### src/rtl/led_dim_pkg.sv
package led_dim_pkg;

    localparam int unsigned PERIOD_W   = 18;
    localparam int unsigned MIN_PERIOD = 2;
    localparam int unsigned SEL_W      = 2;

    typedef logic [PERIOD_W-1:0] ticks_t;

    typedef enum logic [SEL_W-1:0] {
        SEL_LENGTH = 2'd0,
        SEL_ONTIME = 2'd1,
        SEL_ROLE   = 2'd2,
        SEL_NONE   = 2'd3
    } cfg_sel_e;

    typedef enum logic {
        ROLE_FOLLOWER = 1'b0,
        ROLE_MASTER   = 1'b1
    } role_e;

    typedef struct packed {
        ticks_t length;
        ticks_t ontime;
    } dim_cfg_t;

    function automatic ticks_t clamp_length(input ticks_t raw);
        if (raw < ticks_t'(MIN_PERIOD)) begin
            return ticks_t'(MIN_PERIOD);
        end
        return raw;
    endfunction

endpackage

### src/rtl/led_dim_tick.sv
module led_dim_tick #(
    parameter int unsigned CLK_DIV = 5000
) (
    input  logic clk,
    input  logic rst,
    output logic tick
);
    localparam int unsigned CNT_W = (CLK_DIV > 1) ? $clog2(CLK_DIV) : 1;

    generate
        if (CLK_DIV <= 1) begin : g_passthru
            assign tick = 1'b1;
        end else begin : g_div
            logic [CNT_W-1:0] div_cnt;
            always_ff @(posedge clk) begin
                if (rst) begin
                    div_cnt <= '0;
                end else if (div_cnt == CNT_W'(CLK_DIV - 1)) begin
                    div_cnt <= '0;
                end else begin
                    div_cnt <= div_cnt + 1'b1;
                end
            end
            assign tick = (div_cnt == CNT_W'(CLK_DIV - 1));
        end
    endgenerate

endmodule

### src/rtl/led_dim_regs.sv
module led_dim_regs
    import led_dim_pkg::*;
(
    input  logic                clk,
    input  logic                rst,
    input  logic                cfg_we,
    input  logic [SEL_W-1:0]    cfg_sel,
    input  logic [PERIOD_W-1:0] cfg_wdata,
    input  logic                cycle_end,
    output dim_cfg_t            active,
    output role_e               role
);
    dim_cfg_t pending;

    always_ff @(posedge clk) begin
        if (rst) begin
            pending <= '0;
            role    <= ROLE_FOLLOWER;
        end else if (cfg_we) begin
            unique case (cfg_sel_e'(cfg_sel))
                SEL_LENGTH: pending.length <= cfg_wdata;
                SEL_ONTIME: pending.ontime <= cfg_wdata;
                SEL_ROLE:   role <= role_e'(cfg_wdata[0]);
                default:    ;
            endcase
        end
    end

    always_ff @(posedge clk) begin
        if (rst) begin
            active.length <= clamp_length('0);
            active.ontime <= '0;
        end else if (cycle_end) begin
            active.length <= clamp_length(pending.length);
            active.ontime <= pending.ontime;
        end
    end

endmodule

### src/rtl/led_dim_counter.sv
module led_dim_counter
    import led_dim_pkg::*;
(
    input  logic     clk,
    input  logic     rst,
    input  logic     tick,
    input  dim_cfg_t active,
    output ticks_t   pos,
    output logic     cycle_end,
    output logic     pwm_int,
    output logic     frame_int
);
    ticks_t last_pos;
    ticks_t half_len;

    assign last_pos  = active.length - 1'b1;
    assign half_len  = active.length >> 1;
    assign cycle_end = tick && (pos == last_pos);

    always_ff @(posedge clk) begin
        if (rst) begin
            pos <= '0;
        end else if (cycle_end) begin
            pos <= '0;
        end else if (tick) begin
            pos <= pos + 1'b1;
        end
    end

    assign pwm_int   = (pos < active.ontime);
    assign frame_int = (pos < half_len);

endmodule

### src/rtl/led_pwm_dimmer.sv
module led_pwm_dimmer
    import led_dim_pkg::*;
#(
    parameter int unsigned CLK_DIV = 5000
) (
    input  logic                clk,
    input  logic                rst,
    input  logic                cfg_we,
    input  logic [1:0]          cfg_sel,
    input  logic [17:0]         cfg_wdata,
    input  logic                ext_pwm_in,
    output logic                pwm_out,
    output logic                frame_clk_out,
    output logic                frame_clk_oe
);
    logic     tick;
    logic     cycle_end;
    logic     pwm_int;
    logic     frame_int;
    ticks_t   pos;
    dim_cfg_t active;
    role_e    role;

    led_dim_tick #(.CLK_DIV(CLK_DIV)) u_tick (
        .clk  (clk),
        .rst  (rst),
        .tick (tick)
    );

    led_dim_regs u_regs (
        .clk       (clk),
        .rst       (rst),
        .cfg_we    (cfg_we),
        .cfg_sel   (cfg_sel),
        .cfg_wdata (cfg_wdata),
        .cycle_end (cycle_end),
        .active    (active),
        .role      (role)
    );

    led_dim_counter u_cnt (
        .clk       (clk),
        .rst       (rst),
        .tick      (tick),
        .active    (active),
        .pos       (pos),
        .cycle_end (cycle_end),
        .pwm_int   (pwm_int),
        .frame_int (frame_int)
    );

    assign pwm_out       = pwm_int & ext_pwm_in;
    assign frame_clk_oe  = (role == ROLE_MASTER);
    assign frame_clk_out = frame_int & (role == ROLE_MASTER);

endmodule

### config.mk
export PLATFORM = sky130hd
export DESIGN_NAME = led_pwm_dimmer
export DESIGN_NICKNAME = d
export VERILOG_FILES = /design/src/rtl/led_dim_pkg.sv /design/src/rtl/led_dim_tick.sv /design/src/rtl/led_dim_regs.sv /design/src/rtl/led_dim_counter.sv /design/src/rtl/led_pwm_dimmer.sv
export SDC_FILE = /design/constraint.sdc
export NUM_CORES = 1
export LEC_CHECK = 0
export ABC_CLOCK_PERIOD_IN_PS = 6450
export BUFFER_PORTS_ARGS = -buffer_cell sky130_fd_sc_hd__buf_2
export CAP_MARGIN = 20
export CORE_ASPECT_RATIO = 0.7
export CORE_UTILIZATION = 42
export DETAILED_ROUTE_END_ITERATION = 12
export PLACE_DENSITY = 0.56
export SYNTH_ARGS = -nofsm -noshare
export SYNTH_HDL_FRONTEND = slang
export SYNTH_SLANG_ARGS = --single-unit
### constraint.sdc
create_clock -name clk -period 6.45 [get_ports clk]
set_input_delay 0.9675 -clock clk [delete_from_list [all_inputs] [get_ports clk]]
set_output_delay 0.9675 -clock clk [all_outputs]
set_load 0.01 [all_outputs]
==> results of run 1 <==
## how the worst min path moves through the flow
stage / from / end / slack, ns / cells after the start
after floorplan: u_tick.g_div.div_cnt[0] / u_tick.g_div.div_cnt[0] / 0.43 / 1
after global placement: u_tick.g_div.div_cnt[0] / u_tick.g_div.div_cnt[0] / 0.44 / 1
after detailed placement: u_regs.pending[12] / u_regs.pending[12] / 0.45 / 2
after CTS: u_regs.pending[12] / u_regs.pending[12] / 0.46 / 2
after global routing: u_regs.pending[14] / u_regs.pending[14] / 0.48 / 2
final: u_regs.pending[12] / u_regs.pending[12] / 0.45 / 2
## per-layer routing
| layer | share of wire | vias up | GRT usage |
|---|---|---|---|
| met4 | 0.0084 | 0 | 0.0460 |
| met1 | 0.53 | 2233 | 0.300 |
| li1 | - | 2305 | - |
| met3 | 0.026 | 11 | 0.0408 |
| met2 | 0.43 | 55 | 0.335 |
| met5 | 0 | - | 0 |
## layout by cell type, fill, tap and decap left out, types with 15 or more instances in the layout
cell type  synthesis  routed
dfxtp_1          104     104
nand2_1           95      95
a21oi_1           45      45
inv_1             40      40
ha_1              36      36
nor2_1            32      32
xnor2_1           31      31
nand2b_1          30      30
nor3_1            25      25
buf_2              3      25
mux2i_1           21      21
o31ai_1           19      19
xor2_1            18      18
nand3_1           17      17
a21o_1            15      15
## per-stage QoR
step           utilization  setup WS (ns)  hold slack, ns
4_1_cts              0.472           2.78           0.456
3_3_place_gp         0.448           3.02           0.442
6_report             0.473           2.74           0.454
3_5_place_dp         0.448           2.81           0.445
2_1_floorplan            -           3.60           0.426
5_1_grt              0.473           2.49           0.479
## cell type report
class,instances,area share
multi-input cells,481,0.529
flip-flops and latches,104,0.335
clock buffers,9,0.0363
well taps,166,0.0334
repair buffers,30,0.0268
inverters,40,0.0242
clock inverters,7,0.0149
## sequential cells by signal, indices dropped and copies added, names as in the netlist
register	flops
u_tick.g_div.div_cnt	13
u_regs.pending	36
u_cnt.pos	18
u_regs.role	1
u_regs.active	36
## power by group through the flow
stage | combinational (mW) | clock, mW | sequential (mW)
floorplan | 0.0361 | 0 | 0.670
global placement | 0.0539 | 0 | 0.672
detailed placement | 0.0558 | 0 | 0.672
CTS | 0.0559 | 0.598 | 0.657
global route | 0.0632 | 0.623 | 0.658
finish | 0.0568 | 0.585 | 0.657
## logic make-up (layout without fill, tap and decap cells)
| logic type | count (synthesis) | count (layout) |
|---|---|---|
| buf+inv | 70 | 86 |
| fa+ha+maj | 36 | 36 |
| compound gates | 101 | 101 |
| flops | 104 | 104 |
| simple gates | 273 | 273 |
| xor+xnor | 50 | 50 |
| mux | 21 | 21 |
## worst register-to-register path: cells and delay by family (launching register included)
family,cells,cell delay (ns)
and+or+nand+nor,4,1.71
DFF,1,0.38
AOI/OAI and AO/OA,2,0.59
buffers and inverters,2,0.54
adders and majority gates,1,0.19
muxes,1,0.23
==> impl_metrics.py, run 1 <==
metrics = {
    "critical_path": {
        "crit_fanout": 30,
        "critPathKind": "flop to flop",
        "critPathTopFamily": "simple AND/OR/NAND/NOR gates",
        "cp-end-kind": "flop",
        "r2r-end": "u_regs.active[32]",
        "startpoint_type": "flop",
        "reg2regPathDepth": 10,
        "worstSetupStartpoint": "u_regs.active[18]",
        "endpoint": "u_regs.active[32]",
        "path_cells": "inv_1 > ha_1 > nor3b_1 > a22o_1 > nand3b_1 > a2111oi_4 > nand4b_4 > nor2_4 > buf_4 > mux2i_1",
        "rrSetupSlack_ns": 2.74,
        "timing.critical_path.slowest_cell_delay_ns": 0.75,
        "worstPathBufferInverterCount": 2,
        "critical_path_cell_count": 10,
        "r2r-start": "u_regs.active[18]",
        "cp.arrival_ns": 3.99,
        "required_ns": 6.73,
        "critPathSlowestCell": "nor2_4",
    },
    "sta": {
        "slew_headroom": 0.362,
        "tns_ns": 0,
        "worst_pin_slew_ns": 0.957,
        "finClkSkew_ns": 0.00817,
        "hold_viol_final": 0,
        "rsz0062_at_grt": "no",
        "fin_crit_sh": 0.576,
        "finalSetupViolCount": 0,
        "timing.fmax_mhz": 269,
        "period_needed_ns": 3.71,
        "slew_viol_final": 0,
    },
    "placed_design": {
        "gp_congestion": 0.891,
        "place_area_mm2": 0.00588,
        "dpl.cell_count": 820,
        "hpwl_um": 10000,
        "portBuffers": 26,
    },
    "drt": {
        "viasPerCell": 5.50,
        "drtAntennaViolNets": 0,
        "first_iter_violations": 304,
        "drcViolationCount": 0,
        "dr_total_vias": 4604,
        "wire_per_inst_um": 16.7,
        "drt_pass1_iterations": 4,
        "totalWireLength_um": 14000,
    },
    "die": {
        "die_width_um": 141,
        "dieArea_mm2": 0.0139,
        "boundaryPins": 27,
        "start_util": 0.430,
        "fp.dieH_um": 99.0,
        "rows": 35,
        "core_region_area_mm2": 0.0131,
    },
    "synth": {
        "syn_area_mm2": 0.00565,
        "synth_adder_area_share": 0.0798,
        "yosys-top-cells-area": "dfxtp_1, ha_1, nand2_1",
        "synth_top_family_by_area": "simple AND/OR/NAND/NOR gates",
        "syn_nets": 715,
        "synthArstFlopShare": 0,
        "ys_seq_area_frac": 0.369,
        "synth-compound-area-share": 0.119,
        "yosys_warnings": 0,
        "synth_edf_count": 0,
        "synth_cells": 655,
        "synthTopCellsByCount": "dfxtp_1, nand2_1, a21oi_1",
        "yosysMostFrequentCell": "dfxtp_1",
        "synth_area_per_cell_um2": 8.62,
        "synth-simple-area-share": 0.265,
        "synth_cell_types": 56,
        "ys.flop_type": "dfxtp_1",
        "synth_xor_xnor_area_share": 0.0800,
        "synth.area.mux_share": 0.0372,
        "netlist.area_leader.share": 0.369,
        "synth_top_cell_by_area": "dfxtp_1",
        "synth_seq_cells": 104,
    },
    "power": {
        "swShare": 0.243,
        "power.density_mw_per_mm2": 209,
        "p_comb_frac": 0.044,
        "p_sw_mw": 0.315,
        "ir_drop_uv": 111,
        "power_frac_clock": 0.451,
        "intPower_mw": 0.984,
        "finalPower_mw": 1.30,
        "pwr-share-seq": 0.506,
        "p_leak_nw": 2.23,
    },
    "layout": {
        "area_growth_syn_to_layout_pct": 10.0,
        "antenna_cells": 0,
        "finalNetCount": 726,
        "layout-drive-gt1-share": 0.0909,
        "layoutNonFillerInstCount": 837,
        "final_area_mm2": 0.00621,
        "fillers": 1266,
        "multi_input_area_mm2": 0.00329,
        "area.sequential_mm2": 0.00208,
    },
    "global_route": {
        "grt-ovfl-total": 0,
        "grt_max_degree": 99,
        "grtUsageTotal": 0.212,
        "grt_pass1_wl_um": 23200,
        "grt_pass1_vias": 4485,
        "antenna_found_initial": 0,
    },
    "min_path": {
        "min_path_type": "flop to flop",
    },
    "clock_network": {
        "clk-insertion-delay-late_ns": 0.35,
        "cts_resized": 0,
        "cts_hold_buf": 0,
        "clock-sinks": 104,
        "post_cts_buffers": 0,
        "root_buffer": "clkbuf_16",
        "cts_buffer_depth": 2,
        "h-tree-depth": 3,
        "clkSlewWorstSetupHoldPaths_ns": 0.07,
        "cts_inserted_buffers": 9,
        "cts_tree": "yes",
    },
    "flow_run": {
        "max_cap_viol_count": 0,
    },
    "outcome": {
        "status": "completed",
    },
}
Note: power is estimated with default switching activity, not from simulation.
==> run 2: changes to the inputs <==
--- a/config.mk
+++ b/config.mk
@@ -5,7 +5,8 @@
 export SDC_FILE = /design/constraint.sdc
 export NUM_CORES = 1
 export LEC_CHECK = 0
-export ABC_CLOCK_PERIOD_IN_PS = 6450
+export ABC_AREA = 1
+export ABC_CLOCK_PERIOD_IN_PS = 3600
 export BUFFER_PORTS_ARGS = -buffer_cell sky130_fd_sc_hd__buf_2
 export CAP_MARGIN = 20
 export CORE_ASPECT_RATIO = 0.7
==> constraint.sdc (replaced) <==
create_clock -name clk -period 3.6 [get_ports clk]
set_input_delay 0.54 -clock clk [delete_from_list [all_inputs] [get_ports clk]]
set_output_delay 0.54 -clock clk [all_outputs]
set_load 0.01 [all_outputs]
==> run 2 against run 1 <==
  * Global-route usage rose by 1.1 points
  * Critical path depth fell by 1
  * Die area rose by 7.8%
  * Via count rose by 20%
  * Critical path type is now flop to output port
==> impl_metrics.py, run 2 <==
metrics = {
    "clock_network": {
        "cts_inserted_buffers": 9,
        "root_buffer": "clkbuf_16",
        "cts_resized": 0,
        "clkSlewWorstSetupHoldPaths_ns": 0.07,
        "h-tree-depth": 3,
        "clk-insertion-delay-late_ns": 0.37,
        "post_cts_buffers": 0,
        "cts_tree": "yes",
        "cts_buffer_depth": 2,
        "cts_hold_buf": 0,
        "clock-sinks": 104,
    },
    "synth": {
        "synth_area_per_cell_um2": 6.64,
        "ys.flop_type": "dfxtp_1",
        "synth_edf_count": 0,
        "yosys-top-cells-area": "dfxtp_1, nand2_1, inv_1",
        "synth_cells": 918,
        "yosys_warnings": 0,
        "netlist.area_leader.share": 0.342,
        "synthArstFlopShare": 0,
        "synth_top_cell_by_area": "dfxtp_1",
        "ys_seq_area_frac": 0.342,
        "syn_nets": 978,
        "synth_seq_cells": 104,
        "yosysMostFrequentCell": "nand2_1",
        "synthTopCellsByCount": "nand2_1, inv_1, nor2_1",
        "synth_cell_types": 34,
        "syn_area_mm2": 0.00609,
    },
    "drt": {
        "totalWireLength_um": 15700,
        "drt_pass1_iterations": 5,
        "wl_met2_um": 6130,
        "drcViolationCount": 0,
        "viasPerCell": 4.90,
        "first_iter_violations": 345,
        "drtAntennaViolNets": 0,
        "wire_per_inst_um": 13.9,
        "wl_met1_um": 8800,
        "top_layer_used": "met4",
        "wl_met3_um": 568,
        "dr_total_vias": 5528,
    },
    "global_route": {
        "grt_pass1_wl_um": 26100,
        "antenna_found_initial": 0,
        "grt_max_degree": 51,
        "grt-ovfl-total": 0,
        "grt_pass1_vias": 5017,
        "grtUsageTotal": 0.223,
    },
    "min_path": {
        "min_path_type": "input port to flop",
    },
    "placed_design": {
        "portBuffers": 26,
        "gp_congestion": 0.847,
        "hpwl_um": 11700,
        "place_area_mm2": 0.00636,
        "dpl.cell_count": 1113,
    },
    "layout": {
        "finalNetCount": 994,
        "layoutNonFillerInstCount": 1129,
        "layout-drive-gt1-share": 0.0703,
        "final_area_mm2": 0.00667,
        "area_growth_syn_to_layout_pct": 9.45,
        "antenna_cells": 0,
        "layout_commonest_cell": "nand2_1",
        "fillers": 1497,
        "reg.largest.list": "u_regs.active x36, u_regs.pending x36, u_cnt.pos x18",
        "final_cell_mix": "nand2_1, inv_1, nor2_1",
    },
    "die": {
        "core_region_area_mm2": 0.0141,
        "dieArea_mm2": 0.0150,
        "rows": 36,
        "boundaryPins": 27,
        "die_width_um": 146,
        "start_util": 0.433,
        "fp.dieH_um": 103,
    },
    "critical_path": {
        "cp-end-kind": "output port",
        "critPathKind": "flop to output port",
        "crit_fanout": 7,
        "crit_top_cell": "a21oi_1",
        "timing.critical_path.slowest_cell_delay_ns": 0.54,
        "required_ns": 3.06,
        "path_cells": "inv_1 > ha_1 > a21oi_1 > nor3_1 > a211oi_1 > a21oi_1 > nor2_1 > o21a_1 > buf_2",
        "startpoint_type": "flop",
        "cp.arrival_ns": 2.30,
        "critPathSlowestCell": "dfxtp_1",
    },
    "sta": {
        "period_needed_ns": 2.84,
        "slew_viol_final": 0,
        "worst_pin_slew_ns": 0.787,
        "finalSetupViolCount": 0,
        "tns_ns": 0,
        "fin_crit_sh": 0.788,
        "timing.fmax_mhz": 352,
        "rsz0062_at_grt": "no",
        "hold_viol_final": 0,
        "holdWs_ns": 0.370,
        "finClkSkew_ns": 0.00959,
        "slew_headroom": 0.474,
    },
    "power": {
        "p_leak_nw": 3.08,
        "power.density_mw_per_mm2": 346,
        "ir_drop_uv": 208,
    },
    "flow_run": {
        "max_cap_viol_count": 0,
    },
    "outcome": {
        "status": "completed",
    },
}
run 2: cell count changes after synthesis, sizes merged, moves of 15 or more:
cell    delta
a21o      -15
inv      +109
mux2i     -21
nand2     +92
nand2b    -30
nand3     +59
nand4     +19
nor2     +113
o21ai     +50
o31ai     -18
xnor2     -22
run 2: layer usage:
metal | up-vias | GRT usage
li1 | 2959 | -
met1 | 2469 | 0.337
met2 | 90 | 0.324
met3 | 10 | 0.0372
met4 | 0 | 0.0591
met5 | - | 0
run 2: power by group:
group	total (mW)	internal (mW)	switching, mW	leakage [nW]
Combinational	0.114	0.0379	0.0760	2.09
Clock	1.01	0.497	0.514	0.150
Sequential	1.19	1.17	0.0119	0.843
Total	2.31	1.71	0.602	3.08
run 2: path summary, 6_finish.rpt:
| kind | startpoint | end | slack [ns] | cells after the start |
|---|---|---|---|---|
| worst max-delay path | u_regs.active[26] | frame_clk_out | 0.76 | 9 |
| worst min-delay path | rst | u_regs.role | 0.37 | 2 |
| worst max register to register | u_regs.active[18] | u_regs.active[4] | 1.10 | 13 |
| worst min register to register | u_tick.g_div.div_cnt[0] | u_tick.g_div.div_cnt[0] | 0.45 | 1 |
run 2: worst max-delay path: cells and delay by family, from the launching register on:
| kind | cells | cell delay (ns) |
|---|---|---|
| AOI/OAI and AO/OA | 4 | 0.63 |
| DFF | 1 | 0.54 |
| adders and majority gates | 1 | 0.31 |
| buffers and inverters | 2 | 0.29 |
| and+or+nand+nor | 2 | 0.17 |
run 2: layout make-up:
type	instances	area (µm²)	area share
multi-input combinational	637	3290	0.494
sequential	104	2080	0.312
inverter	151	567	0.0850
tap	190	238	0.0357
clock buffer	9	225	0.0338
timing repair buffer	31	180	0.0270
clock inverter	7	81.3	0.0122
run 2: logic make-up (layout without fill, tap and decap cells):
logic type                 after synthesis  after routing  share of synthesized area
adders and majority gates               36             36                     0.0739
buffers and inverters                  177            198                      0.117
AOI/OAI and AO/OA                      117            117                      0.100
xor gates and xnor gates                23             23                     0.0343
and+or+nand+nor                        461            461                      0.332
DFF                                    104            104                      0.342
run 2: metrics by stage:
stage / worst slack [ns] / util / power (mW)
final: 0.763 / 0.474 / 2.31
after floorplan: 1.56 / - / 1.28
after detailed placement: 1.12 / 0.453 / 1.33
after global routing: 0.579 / 0.474 / 2.39
after global placement: 1.12 / 0.453 / 1.33
after CTS: 0.764 / 0.474 / 2.33
